**src/rtl/conv_sel_pkg.sv**
```systemverilog
package conv_sel_pkg;
  typedef enum logic [2:0] {
    ST_IDLE  = 3'd0,
    ST_BYP   = 3'd1,
    ST_GATE  = 3'd2,
    ST_RUN   = 3'd3,
    ST_FAULT = 3'd4
  } ctl_state_t;

  typedef enum logic {
    CONV_A = 1'b0,
    CONV_B = 1'b1
  } conv_id_t;
endpackage

```
**src/rtl/flag_sync.sv**
```systemverilog
module flag_sync #(
  parameter int W      = 3,
  parameter int STAGES = 2
) (
  input  logic         clk,
  input  logic         rst,
  input  logic [W-1:0] d_i,
  output logic [W-1:0] q_o
);
  logic [W-1:0] chain [STAGES];

  genvar g;
  generate
    for (g = 0; g < STAGES; g++) begin : g_stage
      if (g == 0) begin : g_first
        always_ff @(posedge clk) begin
          if (rst) chain[g] <= '0;
          else     chain[g] <= d_i;
        end
      end else begin : g_next
        always_ff @(posedge clk) begin
          if (rst) chain[g] <= '0;
          else     chain[g] <= chain[g-1];
        end
      end
    end
  endgenerate

  assign q_o = chain[STAGES-1];
endmodule

```
**src/rtl/step_timer.sv**
```systemverilog
module step_timer #(
  parameter int CW = 8
) (
  input  logic          clk,
  input  logic          rst,
  input  logic          ld_i,
  input  logic [CW-1:0] ld_val_i,
  output logic          done_o
);
  logic [CW-1:0] cnt;

  always_ff @(posedge clk) begin
    if (rst)              cnt <= '0;
    else if (ld_i)        cnt <= ld_val_i;
    else if (cnt != '0)   cnt <= cnt - 1'b1;
  end

  assign done_o = (cnt == '0);


  expire_hold_chk: assert property (@(posedge clk) disable iff (rst)
    (done_o && !ld_i) |=> done_o);
endmodule

```
**src/rtl/conv_select_ctrl.sv**
```systemverilog
module conv_select_ctrl
  import conv_sel_pkg::*;
#(
  parameter int CLK_KHZ     = 50000,
  parameter int BYP_MS      = 15,
  parameter int HOLD_MS     = 4,
  parameter int CHK_MS      = 10,
  parameter int SYNC_STAGES = 2
) (
  input  logic       clk,
  input  logic       rst,
  input  logic       over_th_i,
  input  logic       run_a_i,
  input  logic       run_b_i,
  output logic       byp_close_o,
  output logic       gate_a_o,
  output logic       gate_b_o,
  output logic       iso_a_open_o,
  output logic       iso_b_open_o,
  output logic [1:0] sel_o,
  output logic       fault_o
);
  localparam int DLY_CYC = CLK_KHZ * BYP_MS;
  localparam int WIN_MS  = (CHK_MS > HOLD_MS) ? CHK_MS : HOLD_MS;
  localparam int WIN_CYC = CLK_KHZ * WIN_MS;
  localparam int MAX_CYC = (DLY_CYC > WIN_CYC) ? DLY_CYC : WIN_CYC;
  localparam int TW      = $clog2(MAX_CYC + 1);
  localparam logic [TW-1:0] DLY_LD = TW'(DLY_CYC - 1);
  localparam logic [TW-1:0] WIN_LD = TW'(WIN_CYC - 1);

  logic [2:0] flags_s;
  logic       ot_s, ra_s, rb_s;

  flag_sync #(.W(3), .STAGES(SYNC_STAGES)) u_sync (
    .clk (clk),
    .rst (rst),
    .d_i ({run_b_i, run_a_i, over_th_i}),
    .q_o (flags_s)
  );
  assign {rb_s, ra_s, ot_s} = flags_s;

  ctl_state_t    st, nxt_st;
  conv_id_t      cur, nxt_cur;
  logic          t_ld, t_done;
  logic [TW-1:0] t_val;

  step_timer #(.CW(TW)) u_tmr (
    .clk      (clk),
    .rst      (rst),
    .ld_i     (t_ld),
    .ld_val_i (t_val),
    .done_o   (t_done)
  );

  logic       n_byp, n_ga, n_gb, n_isoa, n_isob, n_fault;
  logic [1:0] n_sel;
  logic       cur_run;

  assign cur_run = (cur == CONV_A) ? ra_s : rb_s;

  always_comb begin
    nxt_st  = st;
    nxt_cur = cur;
    t_ld    = 1'b0;
    t_val   = '0;
    n_byp   = 1'b0;
    n_isoa  = 1'b0;
    n_isob  = 1'b0;
    n_ga    = gate_a_o;
    n_gb    = gate_b_o;
    n_sel   = sel_o;
    n_fault = fault_o;
    unique case (st)
      ST_IDLE: begin
        if (ot_s) begin
          nxt_st  = ST_BYP;
          nxt_cur = CONV_A;
          t_ld    = 1'b1;
          t_val   = DLY_LD;
          n_byp   = 1'b1;
        end
      end
      ST_BYP: begin
        if (t_done) begin
          nxt_st = ST_GATE;
          t_ld   = 1'b1;
          t_val  = WIN_LD;
          n_ga   = (cur == CONV_A);
          n_gb   = (cur == CONV_B);
        end
      end
      ST_GATE: begin
        if (t_done) begin
          n_ga = 1'b0;
          n_gb = 1'b0;
          if (cur_run) begin
            nxt_st = ST_RUN;
            n_sel  = (cur == CONV_A) ? 2'b01 : 2'b10;
            n_isob = (cur == CONV_A);
          end else if (cur == CONV_A) begin
            nxt_st  = ST_BYP;
            nxt_cur = CONV_B;
            t_ld    = 1'b1;
            t_val   = DLY_LD;
            n_isoa  = 1'b1;
            n_byp   = 1'b1;
          end else begin
            nxt_st  = ST_FAULT;
            n_isob  = 1'b1;
            n_fault = 1'b1;
          end
        end
      end
      ST_RUN, ST_FAULT: begin
        nxt_st = st;
      end
      default: begin
        nxt_st = ST_IDLE;
        n_ga   = 1'b0;
        n_gb   = 1'b0;
      end
    endcase
  end

  always_ff @(posedge clk) begin
    if (rst) begin
      st           <= ST_IDLE;
      cur          <= CONV_A;
      byp_close_o  <= 1'b0;
      gate_a_o     <= 1'b0;
      gate_b_o     <= 1'b0;
      iso_a_open_o <= 1'b0;
      iso_b_open_o <= 1'b0;
      sel_o        <= 2'b00;
      fault_o      <= 1'b0;
    end else begin
      st           <= nxt_st;
      cur          <= nxt_cur;
      byp_close_o  <= n_byp;
      gate_a_o     <= n_ga;
      gate_b_o     <= n_gb;
      iso_a_open_o <= n_isoa;
      iso_b_open_o <= n_isob;
      sel_o        <= n_sel;
      fault_o      <= n_fault;
    end
  end


  gate_excl_chk: assert property (@(posedge clk) disable iff (rst)
    !(gate_a_o && gate_b_o));


  sel_onehot_chk: assert property (@(posedge clk) disable iff (rst)
    $onehot0(sel_o));


  fault_latch_chk: assert property (@(posedge clk) disable iff (rst)
    fault_o |=> (fault_o && sel_o == 2'b00));


  failover_pair_chk: assert property (@(posedge clk) disable iff (rst)
    iso_a_open_o |-> byp_close_o);


  sel_keep_chk: assert property (@(posedge clk) disable iff (rst)
    (sel_o != 2'b00) |=> $stable(sel_o));


  gate_a_end_chk: assert property (@(posedge clk) disable iff (rst)
    $fell(gate_a_o) |-> (iso_a_open_o || iso_b_open_o));


  gate_b_end_chk: assert property (@(posedge clk) disable iff (rst)
    $fell(gate_b_o) |-> (sel_o == 2'b10 || fault_o));


  gate_src_chk: assert property (@(posedge clk) disable iff (rst)
    ($rose(gate_a_o) || $rose(gate_b_o)) |-> $past(st) == ST_BYP);
endmodule

```
**config.mk**
```make
export PLATFORM = sky130hd
export DESIGN_NAME = conv_select_ctrl
export DESIGN_NICKNAME = d
export VERILOG_FILES = /design/src/rtl/conv_sel_pkg.sv /design/src/rtl/flag_sync.sv /design/src/rtl/step_timer.sv /design/src/rtl/conv_select_ctrl.sv
export SDC_FILE = /design/constraint.sdc
export NUM_CORES = 1
export LEC_CHECK = 0
export BUFFER_PORTS_ARGS = -buffer_cell sky130_fd_sc_hd__buf_2
export CAP_MARGIN = 20
export CORE_ASPECT_RATIO = 1.2
export CORE_MARGIN = 2
export CORE_UTILIZATION = 45
export DETAILED_ROUTE_END_ITERATION = 8
export SLEW_MARGIN = 5
export SYNTH_ARGS = -nofsm -noshare
export SYNTH_HDL_FRONTEND = slang
export SYNTH_SLANG_ARGS = --single-unit
export TNS_END_PERCENT = 50
```
**constraint.sdc**
```tcl
create_clock -name clk -period 1.99 [get_ports clk]
set_input_delay 0.398 -clock clk [delete_from_list [all_inputs] [get_ports clk]]
set_output_delay 0.398 -clock clk [all_outputs]
set_load 0.01 [all_outputs]
```
==> results of run 1 <==
## synth_stat cells, types with 5 or more instances
cell type | instances | area (um2)
dfxtp_1 | 38 | 761
nor2_1 | 20 | 75.1
nand2_1 | 11 | 41.3
nor3_1 | 11 | 55.1
a21oi_1 | 10 | 50.1
nor4_1 | 10 | 62.6
nor2b_1 | 8 | 50.1
o21ai_0 | 6 | 30.0
a31oi_1 | 5 | 31.3
mux2i_1 | 5 | 50.1
xnor2_1 | 5 | 43.8
## cell families (layout without fill, tap and decap cells)
group,Yosys count,in the layout,synth area share [%]
buffers and inverters,13,61,4.37
XOR/XNOR,9,9,4.23
flip-flops,38,38,40.8
multiplexers,5,5,2.69
AO/OA/AOI/OAI,42,42,15.7
adder cells (fa/ha/maj),3,3,2.01
AND/OR/NAND/NOR,92,92,30.2
## final cells by class
type	instances	area [um2]	area share (%)
clock inverters	3	68.8	2.86
flip-flops and latches	38	763	31.8
multi-input cells	151	1080	44.8
inverters	3	11.3	0.469
clock buffers	5	68.8	2.86
well taps	54	67.6	2.81
repair buffers	50	345	14.4
## through the flow
step | total power, W | util [%]
after CTS | 0.00394 | 58.6
after floorplan | 0.00229 | -
after global placement | 0.00304 | 54.5
final | 0.00414 | 60.5
after detailed placement | 0.00310 | 54.5
after global routing | 0.00438 | 60.5
## final timing paths
check / slack (ns) / end / depth (start not counted)
min reg2reg: 0.45 / u_sync.chain[1][1] / 1
max: -0.02 / u_tmr.cnt[3] / 7
min: 0.32 / u_sync.chain[0][2] / 2
max reg2reg: -0.02 / u_tmr.cnt[3] / 7
## registers in the layout (all words and copies together) (netlist names)
signal	cells
byp_close_o	1
cur	1
u_sync.chain	6
gate_a_o	1
iso_b_open_o	1
gate_b_o	1
st	3
iso_a_open_o	1
sel_o	2
fault_o	1
u_tmr.cnt	20
## per-layer routing
layer	global-route usage [%]	share of wire, %	vias to the layer above
met5	0	0	-
met1	22.2	42	836
met4	11.6	1.9	0
met3	3.93	4.3	9
met2	38.5	52	41
li1	-	-	839
## critical path, cell delays in order, from the launching register on
cell and delay [ns]:
dfxtp_2 0.34, or4_4 0.57, nor4_4 0.22, buf_4 0.18, and2_0 0.12, buf_4 0.15
nor4_2 0.06, a2111oi_2 0.26
## timing repair
item	4_1_cts	5_1_grt
setup buffers	2	4
resized for setup	3	10
hold buffers	0	0
endpoints found under the setup margin	9	29
pin swaps	3	3
## power groups by stage
stage	Combinational [W]	Clock, W	Sequential [W]
detailed placement	0.00199	0	0.00111
finish	0.00223	0.000801	0.00110
global route	0.00242	0.000836	0.00112
CTS	0.00204	0.000808	0.00109
floorplan	0.00117	0	0.00112
global placement	0.00195	0	0.00109
==> run metrics, run 1 <==
Post-Syn Instances 202; Setup Slack @ Placement -0.0740 ns; most common cell after layout, fill and taps aside buf_4; CP Data Required Time 2.18 ns; number of max-cap violations 0; share of power burned in registers 26.7%; Die Height 74.5 um; drt first pass iters 4; Ports 13; crit path DAT 2.20 ns; unrepaired setup endpoints after global routing true; FP Rows 25; setup violators final 5; switching power 0.00153 W; Pins Over Slew Limit 0; design area 0.00240 mm2; worst hold path type input port to flip-flop; Post-DP Area 0.00216 mm2; combinational power share 54.0%; final setup TNS -0.0377 ns; hpwl dp 3.24 mm; sw frac 36.9%; die footprint 0.00467 mm2; 1st-iter DRT viols 65; Hold Fails Final Rpt 0; register area share after synthesis 40.8%; minimum clock period 2.01 ns; crit path capture type flip-flop; Root Buffer Master clkbuf_8; Filler cells 365; die outline width 62.7 um; Slew headroom 60.2%; Layout area overhead 28.9%; htree depth 2; Reg2Reg Launch Point u_tmr.cnt[5]; pwr dens 1720 mW/mm2; leakage power 0.975 nW; synthesized area per cell 9.22 um2; final period utilization 101%; GPL Wtd Cong 0.878; initial antenna violation count 0; synth warn 0; DP Cell Count 290; run status finished with violations; CTS Buf Count 5; ANT nets after route 0; GRT Util Overall 20.6%; WL per Instance 15.4 um; Cell Count, Final, Fillers Out 304; clock share of power 19.3%; Clk Latency, worst-skew pair 0.30 ns; Setup Skew 0.00607 ns; Synth cell types 54; most frequently used flop master after synthesis dfxtp_1; Remaining Overflow, GRT 0; initial core utilization 46.9%; fmax 499 MHz; Power Internal 0.00261 W; failing checks setup timing; asr flop ratio synth 0%; first-pass GRT wire length 7.42 mm; Worst Max-Slew Pin Slew 0.597 ns; DR DRC count 0; detailed-route via count 1725; Routed WL 4.70 mm; largest net degree at the start of global routing 33; kind of critical path flip-flop to flip-flop; CTS tree done; EDFF count, synth 0; Min Hold Slack 0.316 ns; layout cell share with drive strength beyond 1 35.2%; Post-Syn Nets 210; vias in the first global route 1631; cell area after synthesis 0.00186 mm2; Core Area 0.00397 mm2; Crit. Startpoint u_tmr.cnt[5]; post-synthesis register bit count 38; Max FO, Critical Path 6; clock tree buffer depth 2; startpoint type of the worst setup path flip-flop; min-delay src run_b_i; Worst Slack Setup Final -0.0155 ns; Port Buffers 12; ANT cells 0; clock net sink count 38; layout net count 257; vias per cell 5.67; Reg clk slew, reported paths 0.08 ns; most frequent cells in the layout buf_4, dfxtp_1, nor2_1, buf_2; VDD IR-drop max 710 uV
(Power assumes the default switching activity.)
==> run 2, diff against run 1 <==
--- a/config.mk
+++ b/config.mk
@@ -9,7 +9,7 @@
 export CAP_MARGIN = 20
 export CORE_ASPECT_RATIO = 1.2
 export CORE_MARGIN = 2
-export CORE_UTILIZATION = 45
+export CORE_UTILIZATION = 25
 export DETAILED_ROUTE_END_ITERATION = 8
 export SLEW_MARGIN = 5
 export SYNTH_ARGS = -nofsm -noshare
==> constraint.sdc (replaced) <==
create_clock -name clk -period 1.99 [get_ports clk]
set_input_delay 0.0995 -clock clk [delete_from_list [all_inputs] [get_ports clk]]
set_output_delay 0.0995 -clock clk [all_outputs]
set_load 0.01 [all_outputs]
==> run 2 against run 1 <==
Compared with the run above: the run now ends clean; fmax is 2.0% higher; largest power group unchanged; worst setup slack better by 0.039 ns; wire length is 4.3% lower; global-route usage is 9.0 points lower; hold slack worse by 0.29 ns; final area is 0.94% lower; combinational power is 3% lower; sequential power hardly changed; clock skew is 0.0018 ns higher.
==> run metrics, run 2 (synthesis gave the netlist of run 1 again) <==
largest net degree at the start of global routing 40 (was 33); Port Buffers 12 (unchanged); initial antenna violation count 0 (unchanged); unrepaired setup endpoints after global routing true (unchanged); Cell Count, Final, Fillers Out 336 (was 304); Reg clk slew, reported paths 0.08 ns (about the same); detailed-route via count 1641 (was 1725); GRT Util Overall 11.6% (was 20.6%); Max FO, Critical Path 5 (was 6); crit path capture type flip-flop (unchanged); crit-path cells or4_4, nor4_4, buf_4, and4b_2, mux2i_1, nor2_1 (was or4_4, nor4_4, buf_4, and2_0, buf_4, nor4_2, a2111oi_2); CTS Hold Bufs 0 (unchanged); Core Util, Final 32.9% (was 60.5%); minimum clock period 1.97 ns (was 2.01 ns); Slew headroom 52.9% (was 60.2%); WP buf/inv 1 (was 2); Die Height 98.6 um (was 74.5 um); Hold Fails Final Rpt 0 (unchanged); crit path max-delay cell type or4_4 (unchanged); Largest regs u_tmr.cnt: 20 flops, u_sync.chain: 6 flops, st: 3 flops (unchanged); vias per cell 4.88 (was 5.67); VDD IR-drop max 579 uV (was 710 uV); most frequent cells in the layout dfxtp_1, buf_4, nor2_1, buf_2 (was buf_4, dfxtp_1, nor2_1, buf_2); drt first pass iters 4 (unchanged); first-pass GRT wire length 7.70 mm (was 7.42 mm); Layout area overhead 27.7% (was 28.9%); clock net sink count 38 (unchanged); FP Rows 34 (was 25); Largest Register u_tmr.cnt (unchanged); DR DRC count 0 (unchanged); Core Area 0.00723 mm2 (was 0.00397 mm2); CTS Buf Count 5 (unchanged); 1st-iter DRT viols 39 (was 65); final setup TNS 0 ns (was -0.0377 ns); CP Data Required Time 2.14 ns (was 2.18 ns); Remaining Overflow, GRT 0 (unchanged); die outline width 82.8 um (was 62.7 um); clock tree buffer depth 2 (unchanged); CP max stage delay 0.58 ns (was 0.57 ns); GPL Wtd Cong 0.858 (was 0.878); kind of critical path flip-flop to flip-flop (unchanged); most common cell after layout, fill and taps aside dfxtp_1 (was buf_4); layout cell share with drive strength beyond 1 35.0% (was 35.2%); worst hold path type input port to flip-flop (unchanged); final period utilization 98.8% (was 101%); die footprint 0.00816 mm2 (was 0.00467 mm2); Pwr Total 0.00386 W (was 0.00414 W); ANT cells 0 (unchanged); pwr dens 1620 mW/mm2 (was 1720 mW/mm2); setup violators final 0 (was 5); initial core utilization 25.8% (was 46.9%); leakage power 0.935 nW (was 0.975 nW); fmax 509 MHz (was 499 MHz); Routed WL 4.49 mm (was 4.70 mm); htree depth 2 (unchanged); Setup Skew 0.00787 ns (was 0.00607 ns); CTS tree done (unchanged); vias in the first global route 1626 (was 1631); number of max-cap violations 0 (unchanged); layout net count 253 (was 257); ANT nets after route 0 (unchanged); Ports 13 (unchanged); WL per Instance 13.4 um (was 15.4 um); crit path DAT 2.12 ns (was 2.20 ns); Pins Over Slew Limit 0 (unchanged); startpoint type of the worst setup path flip-flop (unchanged); cell family with the largest share of critical-path delay simple AND/OR/NAND/NOR gates (unchanged); Clk Latency, worst-skew pair 0.29 ns (was 0.30 ns); hpwl dp 3.24 mm (about the same); DP Cell Count 321 (was 290); run status finished, final reports clean (was finished with violations); Worst Max-Slew Pin Slew 0.707 ns (was 0.597 ns); max reg flops 20 (unchanged); Root Buffer Master clkbuf_8 (unchanged)
==> run 2: changes by cell type in the layout (fill, tap and decap cells not counted), sizes merged <==
cell | previous run | this run
clkbuf | 5 | 6
clkinvlp | 0 | 1
bufinv | 2 | 0
buf | 50 | 46
==> run 2: final timing paths <==
kind	from	to	slack (ns)	cells past startpoint
worst max-delay path	u_tmr.cnt[5]	sel_o[1]	0.02	6
worst min-delay path	over_th_i	u_sync.chain[0][0]	0.02	2
worst max register to register	u_tmr.cnt[5]	sel_o[1]	0.02	6
worst min register to register	u_sync.chain[0][2]	u_sync.chain[1][2]	0.44	1
==> run 2: per-layer routing <==
layer	part of all wire, %	GRT usage, %	up-vias	wire length, um
met5	0	0	-	0
met4	1.4	4.16	0	63
met3	3.7	2.43	7	165
met2	52	21.5	34	2320
met1	43	13.0	772	1940
li1	-	-	828	-
==> run 2: area by class of cell <==
| cell class | instances | area, um2 |
|---|---|---|
| clock buffers | 6 | 82.6 |
| clock inverters | 2 | 12.5 |
| flip-flops and latches | 38 | 766 |
| multi-input cells | 151 | 1080 |
| well taps | 90 | 113 |
| repair buffers | 46 | 319 |
| fillers | 770 | 4850 |
| inverters | 3 | 11.3 |
==> run 2: where the power goes <==
part	switching [W]	internal [W]
sequential	0.000182	0.000951
clock	0.000281	0.000279
combinational	0.00102	0.00115
total	0.00149	0.00238
==> run 2: per-stage QoR <==
step	setup slack [ns]	area, um2	hold slack (ns)
2_1_floorplan	0.0139	1870	0.228
3_3_place_gp	-0.0189	2170	0.316
3_5_place_dp	-0.0509	2170	0.320
4_1_cts	-0.00877	2340	0.0171
5_1_grt	-0.0341	2380	0.0241
6_report	0.0237	2380	0.0241
==> run 2: worst reg2reg max path: cells and delay by family, from the launching register on <==
| kind | cells | cell delay [ns] |
|---|---|---|
| buf+inv | 1 | 0.17 |
| flops | 1 | 0.33 |
| mux | 1 | 0.19 |
| simple gates | 4 | 1.13 |
==> run 2: what timing repair did <==
item / 4_1_cts / 5_1_grt
endpoints found under the setup margin: 6 / 30
pin swaps: 6 / 5
endpoints found under the hold margin: 0 / 0
resized for setup: 8 / 9
buffers inserted: 7 / 1
